--- config.mk ---
export PLATFORM = sky130hd
export DESIGN_NAME = dmem_access_unit
export DESIGN_NICKNAME = d
export VERILOG_FILES = /design/src/rtl/dau_pkg.sv /design/src/rtl/dau_align_check.sv /design/src/rtl/dau_store_pack.sv /design/src/rtl/dau_load_extract.sv /design/src/rtl/dmem_access_unit.sv
export SDC_FILE = /design/constraint.sdc
export NUM_CORES = 1
export LEC_CHECK = 0
export ABC_AREA = 1
export BUFFER_PORTS_ARGS = -buffer_cell sky130_fd_sc_hd__buf_2
export CORE_MARGIN = 1
export CORE_UTILIZATION = 35
export DETAILED_ROUTE_END_ITERATION = 10
export GPL_ROUTABILITY_DRIVEN = 1
export HOLD_SLACK_MARGIN = 0.05
export SYNTH_ARGS = -nofsm -noshare
export SYNTH_HDL_FRONTEND = slang
export SYNTH_SLANG_ARGS = --single-unit
export TNS_END_PERCENT = 30
--- constraint.sdc ---
create_clock -name clk -period 4.05 [get_ports clk]
set_input_delay 0.405 -clock clk [delete_from_list [all_inputs] [get_ports clk]]
set_output_delay 0.405 -clock clk [all_outputs]
set_load 0.005 [all_outputs]
--- src/rtl/dau_pkg.sv ---
`timescale 1ns/1ps
// dau_pkg: shared constants and types for the data memory access unit.
// Assumes a 32-bit data path split into byte lanes.
package dau_pkg;
    localparam int XLEN    = 32;
    localparam int LANES   = XLEN / 8;
    localparam int OFF_W   = $clog2(LANES);
    localparam int CAUSE_W = 5;
    localparam int AMO_W   = 4;

    typedef enum logic [1:0] {
        SZ_BYTE = 2'b00,
        SZ_HALF = 2'b01,
        SZ_WORD = 2'b10,
        SZ_RSVD = 2'b11
    } acc_size_e;

    localparam logic [CAUSE_W-1:0] CAUSE_LD_MISALIGN = CAUSE_W'(4);
    localparam logic [CAUSE_W-1:0] CAUSE_LD_FAULT    = CAUSE_W'(5);
    localparam logic [CAUSE_W-1:0] CAUSE_ST_MISALIGN = CAUSE_W'(6);
    localparam logic [CAUSE_W-1:0] CAUSE_ST_FAULT    = CAUSE_W'(7);

    typedef struct packed {
        logic      store;
        acc_size_e size;
        logic      unsgn;
    } acc_kind_t;

    typedef enum logic [1:0] {
        ST_IDLE  = 2'b00,
        ST_ISSUE = 2'b01,
        ST_WAIT  = 2'b10
    } dau_state_e;
endpackage

--- src/rtl/dau_align_check.sv ---
`timescale 1ns/1ps
// dau_align_check: flags an access whose low address bits do not fit its
// size. Assumes the reserved size code is never legal.
module dau_align_check
    import dau_pkg::*;
(
    input  acc_size_e        size,
    input  logic [OFF_W-1:0] off,
    output logic             misaligned
);
    logic [OFF_W-1:0] must_be_zero;

    // Pick the low-address bits that the size requires to be clear.
    always_comb begin
        must_be_zero = '0;
        misaligned   = 1'b0;
        case (size)
            SZ_BYTE: must_be_zero = '0;
            SZ_HALF: must_be_zero = OFF_W'(1);
            SZ_WORD: must_be_zero = '1;
            default: misaligned   = 1'b1;
        endcase
        if ((off & must_be_zero) != '0) begin
            misaligned = 1'b1;
        end
    end
endmodule

--- src/rtl/dau_store_pack.sv ---
`timescale 1ns/1ps
// dau_store_pack: places right-aligned store data into the addressed byte
// lanes and builds the strobes. Assumes the access is already aligned.
// A read gives zero strobes and zero data.
module dau_store_pack
    import dau_pkg::*;
(
    input  logic             store,
    input  acc_size_e        size,
    input  logic [OFF_W-1:0] off,
    input  logic [XLEN-1:0]  src,
    output logic [LANES-1:0] strb,
    output logic [XLEN-1:0]  lanes
);
    logic [OFF_W:0] nbytes;

    // Number of bytes the access covers.
    always_comb begin
        case (size)
            SZ_BYTE: nbytes = (OFF_W+1)'(1);
            SZ_HALF: nbytes = (OFF_W+1)'(2);
            SZ_WORD: nbytes = (OFF_W+1)'(LANES);
            default: nbytes = '0;
        endcase
    end

    for (genvar i = 0; i < LANES; i++) begin : g_lane
        logic [OFF_W-1:0] src_idx;
        logic             hit;
        // Decide whether lane i is written and which source byte feeds it.
        always_comb begin
            src_idx = OFF_W'(i) - off;
            hit     = store
                   && ((OFF_W+1)'(i) >= {1'b0, off})
                   && ((OFF_W+1)'(i) <  ({1'b0, off} + nbytes));
            strb[i]         = hit;
            lanes[8*i +: 8] = hit ? src[8*src_idx +: 8] : 8'h00;
        end
    end
endmodule

--- src/rtl/dau_load_extract.sv ---
`timescale 1ns/1ps
// dau_load_extract: shifts returned read data down to the addressed lane
// and sign- or zero-extends sub-word results. Assumes an aligned access.
module dau_load_extract
    import dau_pkg::*;
(
    input  logic [XLEN-1:0]  rdata,
    input  acc_size_e        size,
    input  logic             unsgn,
    input  logic [OFF_W-1:0] off,
    output logic [XLEN-1:0]  result
);
    logic [XLEN-1:0] shifted;
    logic            fill;

    // Move the addressed lane to bit 0 and extend it to full width.
    always_comb begin
        shifted = rdata >> (8 * off);
        fill    = 1'b0;
        case (size)
            SZ_BYTE: begin
                fill   = ~unsgn & shifted[7];
                result = {{(XLEN-8){fill}}, shifted[7:0]};
            end
            SZ_HALF: begin
                fill   = ~unsgn & shifted[15];
                result = {{(XLEN-16){fill}}, shifted[15:0]};
            end
            default: result = shifted;
        endcase
    end
endmodule

--- src/rtl/dmem_access_unit.sv ---
`timescale 1ns/1ps
// dmem_access_unit: accepts one load/store at a time from the core.
// Misaligned accesses are finished locally, the rest go over a valid/ready
// request channel. The unit waits for the response and returns either an
// extended load result or a cause code with the faulting address.
// Assumes the response never arrives in the same cycle as its request.
module dmem_access_unit
    import dau_pkg::*;
#(
    parameter int ADDR_W = 32
) (
    input  logic                clk,
    input  logic                rst_n,
    input  logic                cpu_req_valid,
    output logic                cpu_req_ready,
    input  logic                cpu_req_store,
    input  logic [1:0]          cpu_req_size,
    input  logic                cpu_req_unsigned,
    input  logic [ADDR_W-1:0]   cpu_req_addr,
    input  logic [XLEN-1:0]     cpu_req_wdata,
    output logic                cpu_busy,
    output logic                cpu_done,
    output logic                cpu_fault,
    output logic [CAUSE_W-1:0]  cpu_cause,
    output logic [ADDR_W-1:0]   cpu_tval,
    output logic                cpu_load_wr,
    output logic [XLEN-1:0]     cpu_load_data,
    output logic                bus_req_valid,
    input  logic                bus_req_ready,
    output logic [ADDR_W-1:0]   bus_req_addr,
    output logic                bus_req_we,
    output logic [1:0]          bus_req_size,
    output logic [XLEN-1:0]     bus_req_wdata,
    output logic [LANES-1:0]    bus_req_wstrb,
    output logic [AMO_W-1:0]    bus_req_amo,
    input  logic                bus_rsp_valid,
    output logic                bus_rsp_ready,
    input  logic [XLEN-1:0]     bus_rsp_rdata,
    input  logic                bus_rsp_err
);
    dau_state_e        state;
    acc_kind_t         r_kind;
    logic [ADDR_W-1:0] r_addr;
    logic [XLEN-1:0]   r_wdata;
    logic              in_misaligned;
    logic              accept;
    logic              rsp_fire;
    logic [XLEN-1:0]   load_value;
    acc_kind_t         in_kind;

    assign in_kind  = '{store: cpu_req_store,
                        size:  acc_size_e'(cpu_req_size),
                        unsgn: cpu_req_unsigned};
    assign cpu_req_ready = (state == ST_IDLE);
    assign cpu_busy      = (state != ST_IDLE);
    assign accept        = cpu_req_valid && cpu_req_ready;
    assign rsp_fire      = bus_rsp_valid && bus_rsp_ready;

    dau_align_check u_align (
        .size       (in_kind.size),
        .off        (cpu_req_addr[OFF_W-1:0]),
        .misaligned (in_misaligned)
    );

    dau_store_pack u_pack (
        .store (r_kind.store),
        .size  (r_kind.size),
        .off   (r_addr[OFF_W-1:0]),
        .src   (r_wdata),
        .strb  (bus_req_wstrb),
        .lanes (bus_req_wdata)
    );

    dau_load_extract u_extract (
        .rdata  (bus_rsp_rdata),
        .size   (r_kind.size),
        .unsgn  (r_kind.unsgn),
        .off    (r_addr[OFF_W-1:0]),
        .result (load_value)
    );

    assign bus_req_valid = (state == ST_ISSUE);
    assign bus_req_addr  = r_addr;
    assign bus_req_we    = r_kind.store;
    assign bus_req_size  = r_kind.size;
    assign bus_req_amo   = '0;
    assign bus_rsp_ready = (state == ST_WAIT);

    // Sequence one transaction: capture, issue, await response.
    always_ff @(posedge clk) begin
        if (!rst_n) begin
            state   <= ST_IDLE;
            r_kind  <= '0;
            r_addr  <= '0;
            r_wdata <= '0;
        end else begin
            case (state)
                ST_IDLE: if (accept) begin
                    r_kind  <= in_kind;
                    r_addr  <= cpu_req_addr;
                    r_wdata <= cpu_req_wdata;
                    if (!in_misaligned) state <= ST_ISSUE;
                end
                ST_ISSUE: if (bus_req_ready) state <= ST_WAIT;
                ST_WAIT:  if (rsp_fire)      state <= ST_IDLE;
                default:  state <= ST_IDLE;
            endcase
        end
    end

    // Register the completion pulse, its cause code and the load result.
    always_ff @(posedge clk) begin
        if (!rst_n) begin
            cpu_done      <= 1'b0;
            cpu_fault     <= 1'b0;
            cpu_load_wr   <= 1'b0;
            cpu_cause     <= '0;
            cpu_tval      <= '0;
            cpu_load_data <= '0;
        end else begin
            cpu_done    <= 1'b0;
            cpu_fault   <= 1'b0;
            cpu_load_wr <= 1'b0;
            if (accept && in_misaligned) begin
                cpu_done  <= 1'b1;
                cpu_fault <= 1'b1;
                cpu_cause <= cpu_req_store ? CAUSE_ST_MISALIGN : CAUSE_LD_MISALIGN;
                cpu_tval  <= cpu_req_addr;
            end else if (rsp_fire) begin
                cpu_done <= 1'b1;
                if (bus_rsp_err) begin
                    cpu_fault <= 1'b1;
                    cpu_cause <= r_kind.store ? CAUSE_ST_FAULT : CAUSE_LD_FAULT;
                    cpu_tval  <= r_addr;
                end else begin
                    cpu_cause <= '0;
                    cpu_tval  <= '0;
                    if (!r_kind.store) begin
                        cpu_load_wr   <= 1'b1;
                        cpu_load_data <= load_value;
                    end
                end
            end
        end
    end

    // no misaligned or reserved-size beat ever reaches the bus.
    assert_no_misaligned_issue_R1: assert property (@(posedge clk) disable iff (!rst_n)
        bus_req_valid |-> (bus_req_size != 2'b11)
                       && !(bus_req_size == 2'b01 && bus_req_addr[0])
                       && !(bus_req_size == 2'b10 && bus_req_addr[1:0] != 2'b00));

    // every fault carries one of the four access cause codes.
    assert_cause_set_R2: assert property (@(posedge clk) disable iff (!rst_n)
        (cpu_done && cpu_fault) |-> (cpu_cause >= CAUSE_LD_MISALIGN
                                     && cpu_cause <= CAUSE_ST_FAULT));

    // strobe population matches the size of a write beat.
    assert_strobe_count_R3: assert property (@(posedge clk) disable iff (!rst_n)
        (bus_req_valid && bus_req_we) |->
            ($countones(bus_req_wstrb) ==
             ((bus_req_size == 2'b00) ? 1 : (bus_req_size == 2'b01) ? 2 : 4)));

    // a read beat carries no strobes and no data.
    assert_read_quiet_R4: assert property (@(posedge clk) disable iff (!rst_n)
        (bus_req_valid && !bus_req_we) |-> (bus_req_wstrb == '0 && bus_req_wdata == '0));

    // a fault never writes a load result.
    assert_fault_no_wb_R6: assert property (@(posedge clk) disable iff (!rst_n)
        cpu_fault |-> (cpu_done && !cpu_load_wr));

    // a stalled request holds its payload.
    assert_req_hold_R7: assert property (@(posedge clk) disable iff (!rst_n)
        (bus_req_valid && !bus_req_ready) |=>
            (bus_req_valid && $stable(bus_req_addr) && $stable(bus_req_wdata)
             && $stable(bus_req_wstrb) && $stable(bus_req_we)));

    // a response handshake is followed by a completion pulse.
    assert_done_after_rsp_R10: assert property (@(posedge clk) disable iff (!rst_n)
        (bus_rsp_valid && bus_rsp_ready) |=> cpu_done);
endmodule

After elaboration in Yosys (flattened, before gate mapping):

Index checks and enable logic that the tools add are counted.

* input port bits: 106
* word-level logic and storage cells: 97
* register bits after elaboration: 142
* output and inout port bits: 151

* shift operators: 5
* mux-type cells: 28
* add/subtract/negate cells: 5
* bitwise operators: 9
* magnitude comparators: 7
* reductions and logical operators: 21
* equality and inequality tests: 10

Operator list (number)
* $shiftx A32 B6 Y8: 4
* $mux W32: 3
* $pmux W32 S2: 1
* $mux W8: 4
* $shr A32 B5 Y32: 1
* $mux W2: 6
* $logic_and A1 B1 Y1: 10
* $mux W5: 2
* $pmux W3 S3: 1
* $mux W1: 8
* $reduce_and A4 Y1: 2
* $eq A2 B1 Y1 const B: 3
* $eq A2 B2 Y1 const B: 3
* $logic_not A2 Y1: 3
* $lt A1 B3 Y1 const A: 2
* $lt A2 B3 Y1 const A: 2
* $ne A2 B1 Y1 const B: 3
* $not A1 Y1: 6
* $pmux W2 S3: 1
* $reduce_bool A2 Y1: 3
* $ge A1 B2 Y1 const A: 2
* $pmux W2 S2: 1
* $reduce_or A4 Y1: 1
* $sub A1 B2 Y2 const A: 2
* other kinds (9): 11

Logic depth before layout (Yosys ltp):

* depth in word-level cells: 8
* gate-level depth with buffers: 12
* depth with buffers taken out: 11

By module:

Synthesis repeated with hierarchy kept, for this count alone.

* cell total of the unflattened synthesis: 1234
* area, all modules: 7811.2 um2

Modules (own cells, without submodules)
* dmem_access_unit: area an instance 5836.8 um2, sequential area each 2802.7 um2, times used 1, cells each 833
* dau_store_pack: area an instance 1014.7 um2, sequential area each 0.0 um2, times used 1, cells each 219
* dau_load_extract: area an instance 903.4 um2, sequential area each 0.0 um2, times used 1, cells each 174
* dau_align_check: area an instance 56.3 um2, sequential area each 0.0 um2, times used 1, cells each 8

Least setup slack after synthesis:

No wires, ideal clock.

* kind: flip-flop to output port
* start point: reg r_addr[1], in the netlist bus_req_addr[1]
* end point: out bus_req_wstrb[0]
* slack: 1.573 ns
* data required time: 3.645 ns
* arrival time: 2.072 ns
* stages on the path, launching flop included: 11
* path buffers: 3
* cell sequence: dfxtp_1 inv_1 buf_2 clkbuf_1 fa_1 inv_1 xor2_1 nand2_1 o21ai_2 inv_1 buf_4

* longest elaborated chain between the ends: 3
* elaborated cells between the ends (all ways): 5
* those cells by class: 1 x add/sub; 2 x order compare; 2 x reduce/logical

RTL lines
* from (decl): line dmem_access_unit.sv:43 `logic [ADDR_W-1:0] r_addr;`
* from (signal assigned): line dmem_access_unit.sv:100 `r_addr <= cpu_req_addr;`
* $add A2 B3 Y3 or $ge A1 B2 Y1 (tied branches): line dau_store_pack.sv:35, dau_store_pack.sv:34
* $lt A1 B3 Y1 or $logic_and A1 B1 Y1 (tied branches): line dau_store_pack.sv:35, dau_store_pack.sv:34
* $logic_and A1 B1 Y1 (*): line dau_store_pack.sv:35 `&& ((OFF_W+1)'(i) < ({1'b0, off} + nbytes));`
* to (decl): line dmem_access_unit.sv:34 `output logic [LANES-1:0] bus_req_wstrb,`

Mark *: on every way between the ends. The rest lies on a longest branch, timed or not.

Worst setup path after layout:

* start point: reg r_addr[1], in the netlist bus_req_addr[1]
* end point: out bus_req_wdata[1]

* longest elaborated chain between the ends: 4
* elaborated cells between the ends (all ways): 8
* those cells by class: 2 x add/sub; 2 x order compare; 1 x shift; 1 x mux; 2 x reduce/logical

RTL lines
* parallel branches: the longest is 3 deep, another holds $sub A1 B2 Y2
* $mux W8 (*): line dau_store_pack.sv:37 `lanes[8*i +: 8] = hit ? src[8*src_idx +: 8] : 8'h00;`
* to (decl): line dmem_access_unit.sv:33 `output logic [XLEN-1:0] bus_req_wdata,`

Every way passes the cells marked *.

==> results.ini <==
[flow_run]
cap_violations = 0

[worst_setup_path]
cp-endpoint = bus_req_wdata[1]
endpoint_kind = output port
rr_worst_depth = 5
path_cells = buf_4, inv_1, fa_1, inv_1, xor2_1, nand2_1, o21ai_2, nor2_1, buf_2
worstPathArrival_ns = 2.83
r2r_start = state[1]
cp-start-kind = flip-flop
critPathKind = reg -> out
cp_max_fo = 43
slowest_delay_ns = 0.47
worst_path_most_repeated_cell = inv_1
reg2reg_to = cpu_load_data[14]
cpMaxStageDelayCell = fa_1
cp-startpoint = bus_req_addr[1]
r2r_slack_ns = 1.56
required_ns = 3.64

[global_route]
antenna_found_initial = 3
met3_usage_pct = 5.75
grt-ovfl-total = 0
grt_max_degree = 93
met1_usage_pct = 27.3
gr-max-usage-layer = met2
grt_pass1_wl_um = 35800
grt_pass1_vias = 6923
grt.total_usage_pct = 21.0
gr-usage-met2_pct = 33.9

[die]
die_area_um2 = 21300
start_util_pct = 35.8
row_count = 52
core-area_um2 = 20300
die_h_um = 146
die_w_um = 146
io_pins = 257

[logic_synthesis]
synthDistinctLibCells = 33
synth_commonest_cells = 293 x nand2_1, 172 x nor2_1, 140 x dfxtp_1
synth_edf_count = 0
synth_area_leaders = dfxtp_1 39%, nand2_1 15%, nor2_1 8.9%, o21ai_0 7.9%, inv_1 5.6%
syn_area_um2 = 7260
syn-mean-instance-area_um2 = 6.48
syn_inst = 1121
async_flop_share_pct = 0
synth_seq_area_share_pct = 38.6
yosysMostFrequentCell = nand2_1
ys_ff_latch = 140
synth_top_flop_cell = dfxtp_1
yosysTopAreaCell = dfxtp_1
yosysTopAreaCellShare_pct = 38.6
synth_warnings = 0

[power_and_ir_drop]
cellPowerDensity_nw_per_um2 = 420
peakVddDrop_uv = 275
power.total_mw = 3.82
leakagePower_nw = 4.69

[placement]
placed_area_um2 = 8490
dp_hpwl_um = 16100
gp_congestion = 0.872
io_buffers = 250
place_inst = 1570

[route]
drc = 0
drt_iter0_markers = 411
firstDrtPassIters = 7
wirelength_um = 22500
dr_total_vias = 7573
drtAntennaViolNets = 0
routed_via_density = 4.72
drt-wirelength-per-cell_um = 14.0

[timing]
skew_ns = 0.00886
relSlewSlack_pct = 33.4
worst_pin_slew_ns = 0.998
final.setup.tns_ns = 0
period_minus_slack_ns = 3.24
grt_setup_unrepaired = no
finalCritPeriodShare_pct = 79.9
drv_slew = 0
setup_viol = 0
hold_violations = 0
fmax_mhz = 309

[clock_tree]
htreeDepth = 4
clk_path_buf_depth = 2
postCtsResizedCells = 0
cts_made_buffers = 17
post_cts_buffers = 0
cts.sinks = 140
clkTransAtPathRegs_ns = 0.07
cts_root_buffer = clkbuf_16
clock_latency_ns = 0.42
ctsHoldBuffers = 0
tritoncts = done

[final_layout]
area_growth_pct = 25.1
finalInstanceArea_um2 = 9090
stdcell_count = 1605
nets = 1432
drive_above_1_share_pct = 23.3
fillers = 2168
utilization_pct = 44.8

[worst_hold_path]
hold_start = cpu_req_addr[4]
holdCritPathClass = in -> reg

[run_status]
outcome = finished, final reports clean

## area by class of cell
type / instances / area, µm² / area share, %
flip-flops and latches: 140 / 2800 / 30.8
multi-input cells: 787 / 3600 / 39.6
well taps: 270 / 338 / 3.72
inverters: 114 / 428 / 4.71
diodes: 3 / 7.51 / 0.0826
repair buffers: 259 / 1320 / 14.5
clock buffers: 17 / 425 / 4.68
clock inverters: 15 / 168 / 1.84
## routing by layer
| layer | share of wire [%] | up-vias |
|---|---|---|
| li1 | - | 3922 |
| met1 | 45 | 3395 |
| met2 | 46 | 239 |
| met3 | 7.3 | 17 |
| met4 | 1.2 | 0 |
| met5 | 0 | - |
## logic make-up (layout without fill, tap and decap cells)
group	count (synthesis)	count (layout)	synth area share, %
adder cells (fa/ha/maj)	7	7	1.31
other	1	9	0.0516
AND/OR/NAND/NOR	578	578	32.7
buffers and inverters	199	405	12.2
multiplexers	16	16	2.20
flip-flops	140	140	38.6
XOR/XNOR	1	1	0.121
AO/OA/AOI/OAI	179	179	12.8
## flip-flops by register name (all words and copies together), names as in the netlist
| signal | flops |
|---|---|
| r_kind | 1 |
| cpu_fault | 1 |
| cpu_cause | 3 |
| cpu_tval | 32 |
| cpu_load_wr | 1 |
| state | 2 |
| bus_req_we | 1 |
| bus_req_addr | 32 |
| cpu_done | 1 |
| r_wdata | 32 |
| bus_req_size | 2 |
| cpu_load_data | 32 |
## cells in the final DEF (no fill, tap or decap), types with 2 or more instances in the layout
master	count
inv_8	8
clkbuf_16	17
nand2_2	3
diode_2	3
inv_2	5
buf_2	249
buf_4	10
conb_1	6
a21oi_1	49
nand2_1	293
inv_6	4
nand4_1	22
nand3_2	3
mux2i_1	16
o31ai_1	7
o21ai_1	3
o21ai_0	115
inv_1	108
o211ai_1	3
ha_1	6
nor2_1	172
dfxtp_1	139
nand3_1	79
nor2_4	2
## metrics by stage
step                      setup slack, ns  hold WS (ns)
final                               0.813         0.206
after global routing                0.510         0.211
after CTS                           0.772         0.189
after detailed placement             1.23         0.437
after global placement               1.31         0.435
after floorplan                      1.57         0.439
## worst max-delay path: cells and delay by family, from the launching register on
kind                       cells  cell delay (ns)
xor gates and xnor gates       1             0.20
DFF                            1             0.31
and+or+nand+nor                2             0.21
adders and majority gates      1             0.47
buffers and inverters          4             0.87
AOI/OAI and AO/OA              1             0.34
## power by group
part | internal [mW] | switching (mW) | total (mW)
clock network | 0.886 | 0.720 | 1.61
logic | 0.246 | 0.443 | 0.690
registers | 1.47 | 0.0526 | 1.52
total | 2.60 | 1.22 | 3.82
## worst min path at each step
stage / depth (start not counted) / slack [ns] / to
after CTS: 3 / 0.19 / cpu_tval[4]
after detailed placement: 2 / 0.44 / cpu_cause[2]
final: 3 / 0.21 / cpu_tval[4]
after global routing: 3 / 0.21 / cpu_tval[10]
after floorplan: 2 / 0.44 / r_wdata[0]
after global placement: 2 / 0.44 / cpu_tval[4]
(Power assumes the default switching activity.)
